**src/rtl/gf4k_pkg.sv**
```systemverilog
package gf4k_pkg;

    localparam int HALF_W = 6;
    localparam int FULL_W = 2 * HALF_W;

    // low bits of x^6 + x + 1 (bit 6 is dropped by the shift)
    localparam logic [HALF_W-1:0] HALF_POLY_LO = 6'h03;
    // constant folded into the lower half of the tower product
    localparam logic [HALF_W-1:0] TOWER_K = 6'h21;
    // primitive element used by the alpha-step mode
    localparam logic [FULL_W-1:0] ALPHA_K = 12'hE01;
    localparam logic [FULL_W-1:0] FIELD_ONE = 12'h001;

    typedef enum logic {
        GF_MODE_MUL   = 1'b0,
        GF_MODE_ALPHA = 1'b1
    } gf_mode_e;

    typedef struct packed {
        logic [HALF_W-1:0] hi;
        logic [HALF_W-1:0] lo;
    } gf_elem_t;

    function automatic gf_elem_t join_halves(input logic [HALF_W-1:0] hi,
                                             input logic [HALF_W-1:0] lo);
        gf_elem_t e;
        e.hi = hi;
        e.lo = lo;
        return e;
    endfunction

endpackage

```
**src/rtl/gf64_mult.sv**
```systemverilog
module gf64_mult
    import gf4k_pkg::*;
#(
    parameter int              W    = HALF_W,
    parameter logic [W-1:0]    POLY = HALF_POLY_LO
) (
    input  logic [W-1:0] a,
    input  logic [W-1:0] b,
    output logic [W-1:0] p
);

    // acc[i] : partial sum after bits 0..i-1 of a
    // sh[i]  : b times x^i, reduced
    logic [W-1:0] acc [W+1];
    logic [W-1:0] sh  [W];

    assign acc[0] = '0;
    assign sh[0]  = b;

    for (genvar i = 0; i < W; i++) begin : g_stage
        assign acc[i+1] = acc[i] ^ (a[i] ? sh[i] : '0);
        if (i < W - 1) begin : g_shift
            assign sh[i+1] = {sh[i][W-2:0], 1'b0} ^ (sh[i][W-1] ? POLY : '0);
        end
    end

    assign p = acc[W];

endmodule

```
**src/rtl/gf4k_tower_mult.sv**
```systemverilog
module gf4k_tower_mult
    import gf4k_pkg::*;
(
    input  logic [FULL_W-1:0] a,
    input  logic [FULL_W-1:0] b,
    output logic [FULL_W-1:0] p
);

    localparam int N_DIRECT = 3;
    localparam int IDX_SUM  = 0;   // (ah^al)*(bh^bl)
    localparam int IDX_LOW  = 1;   // al*bl
    localparam int IDX_HIGH = 2;   // ah*bh

    gf_elem_t ea, eb, res;
    logic [HALF_W-1:0] xs [N_DIRECT];
    logic [HALF_W-1:0] ys [N_DIRECT];
    logic [HALF_W-1:0] pr [N_DIRECT];
    logic [HALF_W-1:0] high_k;

    assign ea = gf_elem_t'(a);
    assign eb = gf_elem_t'(b);

    assign xs[IDX_SUM]  = ea.hi ^ ea.lo;
    assign ys[IDX_SUM]  = eb.hi ^ eb.lo;
    assign xs[IDX_LOW]  = ea.lo;
    assign ys[IDX_LOW]  = eb.lo;
    assign xs[IDX_HIGH] = ea.hi;
    assign ys[IDX_HIGH] = eb.hi;

    for (genvar k = 0; k < N_DIRECT; k++) begin : g_prod
        gf64_mult #(.W(HALF_W), .POLY(HALF_POLY_LO)) u_mul (
            .a (xs[k]),
            .b (ys[k]),
            .p (pr[k])
        );
    end

    gf64_mult #(.W(HALF_W), .POLY(HALF_POLY_LO)) u_kmul (
        .a (pr[IDX_HIGH]),
        .b (TOWER_K),
        .p (high_k)
    );

    assign res = join_halves(pr[IDX_SUM] ^ pr[IDX_LOW], high_k ^ pr[IDX_LOW]);
    assign p   = FULL_W'(res);

endmodule

```
**src/rtl/gf4k_operand_sel.sv**
```systemverilog
module gf4k_operand_sel
    import gf4k_pkg::*;
(
    input  gf_mode_e          mode,
    input  logic [FULL_W-1:0] a_in,
    input  logic [FULL_W-1:0] b_in,
    output logic [FULL_W-1:0] x_out,
    output logic [FULL_W-1:0] y_out,
    output logic              force_one
);

    always_comb begin
        x_out     = a_in;
        y_out     = b_in;
        force_one = 1'b0;
        if (mode == GF_MODE_ALPHA) begin
            y_out     = ALPHA_K;
            force_one = (a_in == '0);
        end
    end

endmodule

```
**src/rtl/gf4k_mult_top.sv**
```systemverilog
module gf4k_mult_top
    import gf4k_pkg::*;
#(
    parameter bit REGISTERED = 1'b1
) (
    input  logic              clk,
    input  logic              rst,
    input  logic              in_valid,
    input  logic              mode_sel,
    input  logic [FULL_W-1:0] op_a,
    input  logic [FULL_W-1:0] op_b,
    output logic [FULL_W-1:0] prod,
    output logic              out_valid
);

    gf_mode_e          mode;
    logic [FULL_W-1:0] x, y, tower_p, result;
    logic              force_one;

    assign mode = gf_mode_e'(mode_sel);

    gf4k_operand_sel u_sel (
        .mode      (mode),
        .a_in      (op_a),
        .b_in      (op_b),
        .x_out     (x),
        .y_out     (y),
        .force_one (force_one)
    );

    gf4k_tower_mult u_tower (
        .a (x),
        .b (y),
        .p (tower_p)
    );

    assign result = force_one ? FIELD_ONE : tower_p;

    if (REGISTERED) begin : g_reg
        logic [FULL_W-1:0] prod_q;
        logic              vld_q;

        always_ff @(posedge clk) begin
            if (rst) begin
                prod_q <= '0;
                vld_q  <= 1'b0;
            end else begin
                vld_q <= in_valid;
                if (in_valid) prod_q <= result;
            end
        end

        assign prod      = prod_q;
        assign out_valid = vld_q;

        AST_ALPHA_ZERO_ONE: assert property (@(posedge clk) disable iff (rst)
            (in_valid && mode_sel && op_a == '0) |=> (prod == FIELD_ONE));
        AST_MUL_BY_ZERO: assert property (@(posedge clk) disable iff (rst)
            (in_valid && !mode_sel && (op_a == '0 || op_b == '0)) |=> (prod == '0));
        AST_MUL_BY_ONE: assert property (@(posedge clk) disable iff (rst)
            (in_valid && !mode_sel && op_b == FIELD_ONE) |=> (prod == $past(op_a)));
        AST_VALID_LATENCY: assert property (@(posedge clk) disable iff (rst)
            in_valid |=> out_valid);
        AST_IDLE_HOLD: assert property (@(posedge clk) disable iff (rst)
            !in_valid |=> ($stable(prod) && !out_valid));
    end else begin : g_comb
        assign prod      = result;
        assign out_valid = in_valid;

        AST_COMB_VALID: assert property (@(posedge clk) disable iff (rst)
            in_valid |-> out_valid);
        AST_COMB_ALPHA_ZERO: assert property (@(posedge clk) disable iff (rst)
            (mode_sel && op_a == '0) |-> (prod == FIELD_ONE));
    end

endmodule

```
**config.mk**
```make
export PLATFORM = sky130hd
export DESIGN_NAME = gf4k_mult_top
export DESIGN_NICKNAME = d
export VERILOG_FILES = /design/src/rtl/gf4k_pkg.sv /design/src/rtl/gf64_mult.sv /design/src/rtl/gf4k_tower_mult.sv /design/src/rtl/gf4k_operand_sel.sv /design/src/rtl/gf4k_mult_top.sv
export SDC_FILE = /design/constraint.sdc
export NUM_CORES = 1
export LEC_CHECK = 0
export ABC_AREA = 0
export CAP_MARGIN = 40
export CORE_MARGIN = 2
export CORE_UTILIZATION = 60
export DETAILED_ROUTE_END_ITERATION = 16
export DONT_BUFFER_PORTS = 1
export PLACE_DENSITY = 0.86
export SYNTH_ARGS = -nofsm -noshare
export SYNTH_HDL_FRONTEND = slang
export SYNTH_HIERARCHICAL = 1
export SYNTH_SLANG_ARGS = --single-unit
```
**constraint.sdc**
```tcl
create_clock -name clk -period 4 [get_ports clk]
set_input_delay 0 -clock clk [delete_from_list [all_inputs] [get_ports clk]]
set_output_delay 0 -clock clk [all_outputs]
set_load 0.02 [all_outputs]
```
# ---- Word level (Yosys, flattened, before mapping)
# Index checks and enable logic that the tools add are counted.
dict set report classes {
  muxes 42
  bitwise_logic 39
  reduce_logical 1
}
# op n
set ops {}
lappend ops {{XOR 6 bit} 20}
lappend ops {{two-way mux 6 bit} 19}
lappend ops {{XOR 6 x 2 -> 6 bit} 16}
lappend ops {{two-way mux 2 bit} 16}
lappend ops {{two-way mux 12 bit} 2}
lappend ops {{logical NOT 12 bit} 1}
lappend ops {{XOR 6 x 1 -> 6 bit} 1}
lappend ops {{XOR 6 x 3 -> 6 bit} 1}
lappend ops {{XOR 6 x 4 -> 6 bit} 1}
lappend ops {{two-way mux 5 bit} 1}
lappend ops {{two-way mux 4 bit} 1}
lappend ops {{two-way mux 3 bit} 1}
lappend ops {{two-way mux 1 bit} 2}
dict set report totals {
  reg_bits 13
  inputBits 28
  output_inout_bits 13
  word_cells 84
}

# ---- Depth between registers and ports, before layout
dict set report logic_depth {
  word_depth 21
  mapped_depth 17
  mapped_depth_nobuf 14
}

# ---- Modules after synthesis
# Netlist, hierarchy kept.
# module n_inst cells_per_inst area_each_um2 seq_area_each_um2
set by_module_without_submodules {}
lappend by_module_without_submodules {gf64_mult 4 98 634.4 0.0}
lappend by_module_without_submodules {gf4k_mult_top 1 54 526.8 260.2}
lappend by_module_without_submodules {gf4k_tower_mult 1 26 217.7 0.0}
lappend by_module_without_submodules {gf4k_operand_sel 1 30 210.2 0.0}

# ---- Worst setup path before layout
# OpenSTA, ideal clock, no wires.
dict set report synth_path {
  kind {input to register}
  start {in mode_sel}
  end {reg g_reg.prod_q[0], in the netlist prod[0]}
  setup_ns 0.079
  t_arrival_ns 2.415
  required_time_ns 3.921
  setup_slack_ns 1.506
  cell_stages 14
  n_path_buf 1
  path_cell_list {buf_2 -> nor2b_1 -> xor2_2 -> nand2_1 -> xor2_1 -> xnor2_1 -> xnor2_1 -> nand2_1 -> xor2_1 -> xnor2_1 -> xnor2_1 -> xor2_1 -> nor2_1 -> a211oi_2}
}
# item line
set synth_rtl {}
lappend synth_rtl {{start, declared} gf4k_mult_top.sv:9} ;# input logic mode_sel,
lappend synth_rtl {{end signal, assigned} gf4k_mult_top.sv:49} ;# if (in_valid) prod_q <= result;
lappend synth_rtl {{end, declared} gf4k_mult_top.sv:40} ;# logic [FULL_W-1:0] prod_q;

==> impl_metrics.env <==
export IMPL_crit_buf_inv=2
export IMPL_place_congestion=0.881
export IMPL_yosys_register_bits=13
export IMPL_cts_tree="yes"
export IMPL_slew_viol_final=0
export IMPL_yosys_warnings=6
export IMPL_cp_top_family="XOR/XNOR gates"
export IMPL_dp_hpwl_mm=5.70
export IMPL_holdPathStages=4
export IMPL_fin_worst_skew_ns=0
export IMPL_synth_top_area_share=0.221
export IMPL_cp_end_kind="flip-flop"
export IMPL_reg2reg_slack_ns=2.74
export IMPL_cts_resized=0
export IMPL_critPathMostFrequentCell="xnor2_1"
export IMPL_fp_dieW_um=80.3
export IMPL_tns_ns=0
export IMPL_max_cap_violations=0
export IMPL_vias=3009
export IMPL_fin_util=0.618
export IMPL_path_clk_slew_ns=0.06
export IMPL_p_seq_frac=0.193
export IMPL_worstReg2RegEnd="prod[4]"
export IMPL_core_um2=5570
export IMPL_crit_start="op_b[8]"
export IMPL_crit_slowest_cell="nor2b_1"
export IMPL_grt_pass1_wl_mm=12.8
export IMPL_grt_overflow_total=0
export IMPL_status="finished, final reports clean"
export IMPL_start_util=0.626
export IMPL_antenna_found_initial=0
export IMPL_critPathRequiredTime_ns=4.18
export IMPL_yosysUniqueCellTypes=38
export IMPL_grt_pass1_vias=2853
export IMPL_grt_util_all_layers=0.241
export IMPL_setup_viol=0
export IMPL_powerDensity_nw_per_um2=394
export IMPL_numCtsBuffers=3
export IMPL_clock_sinks=13
export IMPL_hp_class="primary input to flip-flop"
export IMPL_ctsRootBufferMaster="clkbuf_8"
export IMPL_drc_errors=0
export IMPL_syn_area_um2=3490
export IMPL_ant_nets=0
export IMPL_drive_gt1_frac=0.0866
export IMPL_boundaryPins=41
export IMPL_die_area_um2=6450
export IMPL_power_frac_comb=0.722
export IMPL_synth_edf_count=0
export IMPL_yosys_area_top_type="xnor2_1"
export IMPL_async_reset_ff_frac=0
export IMPL_first_pass_iters=4
export IMPL_synth_most_common_cell="nand2_1"
export IMPL_worst_slack_ns=1.31
export IMPL_rr_startpoint="prod[4]"
export IMPL_tightest_slew_ns=0.866
export IMPL_dp_slack_ns=1.21
export IMPL_ir_worst_vdd_uv=296
export IMPL_period_share=0.673
export IMPL_synth_avg_cell_area_um2=6.96
export IMPL_power_leakage_nw=1.35
export IMPL_drtIter0Drc=275
export IMPL_routed_via_density=5.40
export IMPL_stdcell_area_um2=3440
export IMPL_place_area_um2=3370
export IMPL_fillers=524
export IMPL_routed_wl_mm=7.51
export IMPL_post_route_min_period_ns=2.69
export IMPL_report_final_hold_viol_count=0
export IMPL_relSlewSlack=0.421
export IMPL_io_buffers=0
export IMPL_grt_start_max_net_pins=24
export IMPL_area_growth_pct=-1.40
export IMPL_antenna_cells=0
export IMPL_swShare=0.481
export IMPL_synth_ff_type="dfxtp_1"
export IMPL_r2r_cells=3
export IMPL_syn_inst=502
export IMPL_hold_ws_ns=0.343
export IMPL_rows=27
export IMPL_p_switching_w=0.000652
export IMPL_seq_area_frac_synth=0.0745
export IMPL_timing_fmax_mhz=371
export IMPL_cp_endpoint="prod[4]"
export IMPL_cp_arrival_ns=2.88
export IMPL_crit_chain="nor2b_1 > nand2_1 > xor2_1 > xnor2_1 > xnor2_1 > buf_4 > a21oi_1 > a211oi_2 > xnor2_1 > xor2_1 > nand3b_1 > a21oi_2 > dlygate4sd3_1"
export IMPL_die_h_um=80.3
export IMPL_crit_path_max_fanout=11
export IMPL_p_clk_frac=0.084
export IMPL_synth_area_leaders="xnor2_1, xor2_1, nand2_1, dfxtp_1, a21oi_1"
export IMPL_avgRoutedWirePerCell_um=13.5
export IMPL_startpoint_type="primary input"
export IMPL_insertion_delay_ns=0.24
export IMPL_nets=514
export IMPL_path_class="primary input to flip-flop"
export IMPL_yosys_top_cells_count="nand2_1, xnor2_1, xor2_1"
export IMPL_rsz0062_at_grt="false"
export IMPL_clock_path_buffers=2
export IMPL_htreeDepth=1
export IMPL_crit_cells=13
export IMPL_max_stage_delay_ns=0.55
export IMPL_p_int_w=0.000703
-- routing by layer --
metal  vias to the layer above  share of wire  GRT usage
met4                         0         0.0096     0.0424
li1                       1543              -          -
met5                         -              0          0
met3                         6          0.063     0.0202
met2                       113           0.48      0.422
met1                      1347           0.44      0.323
-- repair_timing --
action / 4_1_cts / 5_1_grt
hold buffers: 3 / 0
setup endpoints to repair: 0 / 0
endpoints found under the hold margin: 13 / 0
buffers inserted: 0 / 0
-- cell families (layout without fill, tap and decap cells) --
family / Yosys count / after routing / synth area share
buf+inv: 61 / 26 / 0.113
other cells: 2 / 20 / 0.00215
xor+xnor: 140 / 140 / 0.360
simple gates: 202 / 202 / 0.274
compound gates: 72 / 72 / 0.141
mux: 12 / 12 / 0.0358
flops: 13 / 13 / 0.0745
-- through the flow --
step	cells	power [W]
3_5_place_dp	550	0.00120
2_1_floorplan	520	0.00111
6_report	557	0.00136
5_1_grt	557	0.00147
3_3_place_gp	547	0.00117
4_1_cts	557	0.00134
-- cell usage in the layout, fill, tap and decap left out --
cell	instances
and2b_4	4
and2b_1	5
xor2_1	48
or2_1	4
nand2_1	104
o22ai_1	4
a211oi_2	5
inv_2	4
o211ai_1	4
nor3_1	1
mux2_2	4
dlygate4sd3_1	3
buf_4	11
a21oi_2	1
clkinv_2	1
xor2_2	4
clkbuf_8	3
conb_1	20
a22oi_2	4
nand3b_1	11
o21ai_1	12
nor2_1	31
nand2b_1	19
o21ai_0	4
a22oi_1	4
a21oi_1	26
xnor2_1	88
o211a_1	4
and4_1	1
nor4_1	1
nor4b_2	1
o221ai_1	4
dfxtp_1	13
nand3_1	12
mux2i_1	8
inv_1	4
nor2b_1	8
-- power groups by stage --
| stage | logic, W | clock network, W | registers (W) |
|---|---|---|---|
| after global placement | 0.000904 | 0 | 0.000264 |
| after detailed placement | 0.000937 | 0 | 0.000266 |
| after floorplan | 0.000858 | 0 | 0.000257 |
| after CTS | 0.000956 | 0.000116 | 0.000263 |
| after global routing | 0.00108 | 0.000125 | 0.000271 |
| final | 0.000979 | 0.000115 | 0.000262 |
-- worst min-delay path: cells and delay by family --
family,cells,cell delay (ns)
AO/OA/AOI/OAI,1,0.08
AND/OR/NAND/NOR,3,0.44
-- layout make-up --
type                            instances  area (um2)  share of cell area
Clock buffer                            3        41.3              0.0120
Clock inverter                          1        5.00             0.00145
Inverter                                8        30.0             0.00872
Multi-Input combinational cell        446        2900               0.843
Sequential cell                        13         260              0.0756
Tap cell                               72        90.1              0.0262
Timing Repair Buffer                   14         113              0.0327
-- worst min-delay path by stage --
stage | slack [ns] | endpoint | startpoint
after floorplan | 0.06 | prod[0] | rst
after global placement | 0.06 | prod[4] | rst
after detailed placement | 0.07 | prod[4] | rst
after CTS | 0.34 | prod[0] | op_a[5]
after global routing | 0.40 | prod[9] | op_a[4]
final | 0.34 | prod[0] | op_a[5]
-- state kept, by name (all words and copies together), names as in the netlist --
name	cells
prod	12
out_valid	1
Power figures use the tool's default switching activity.
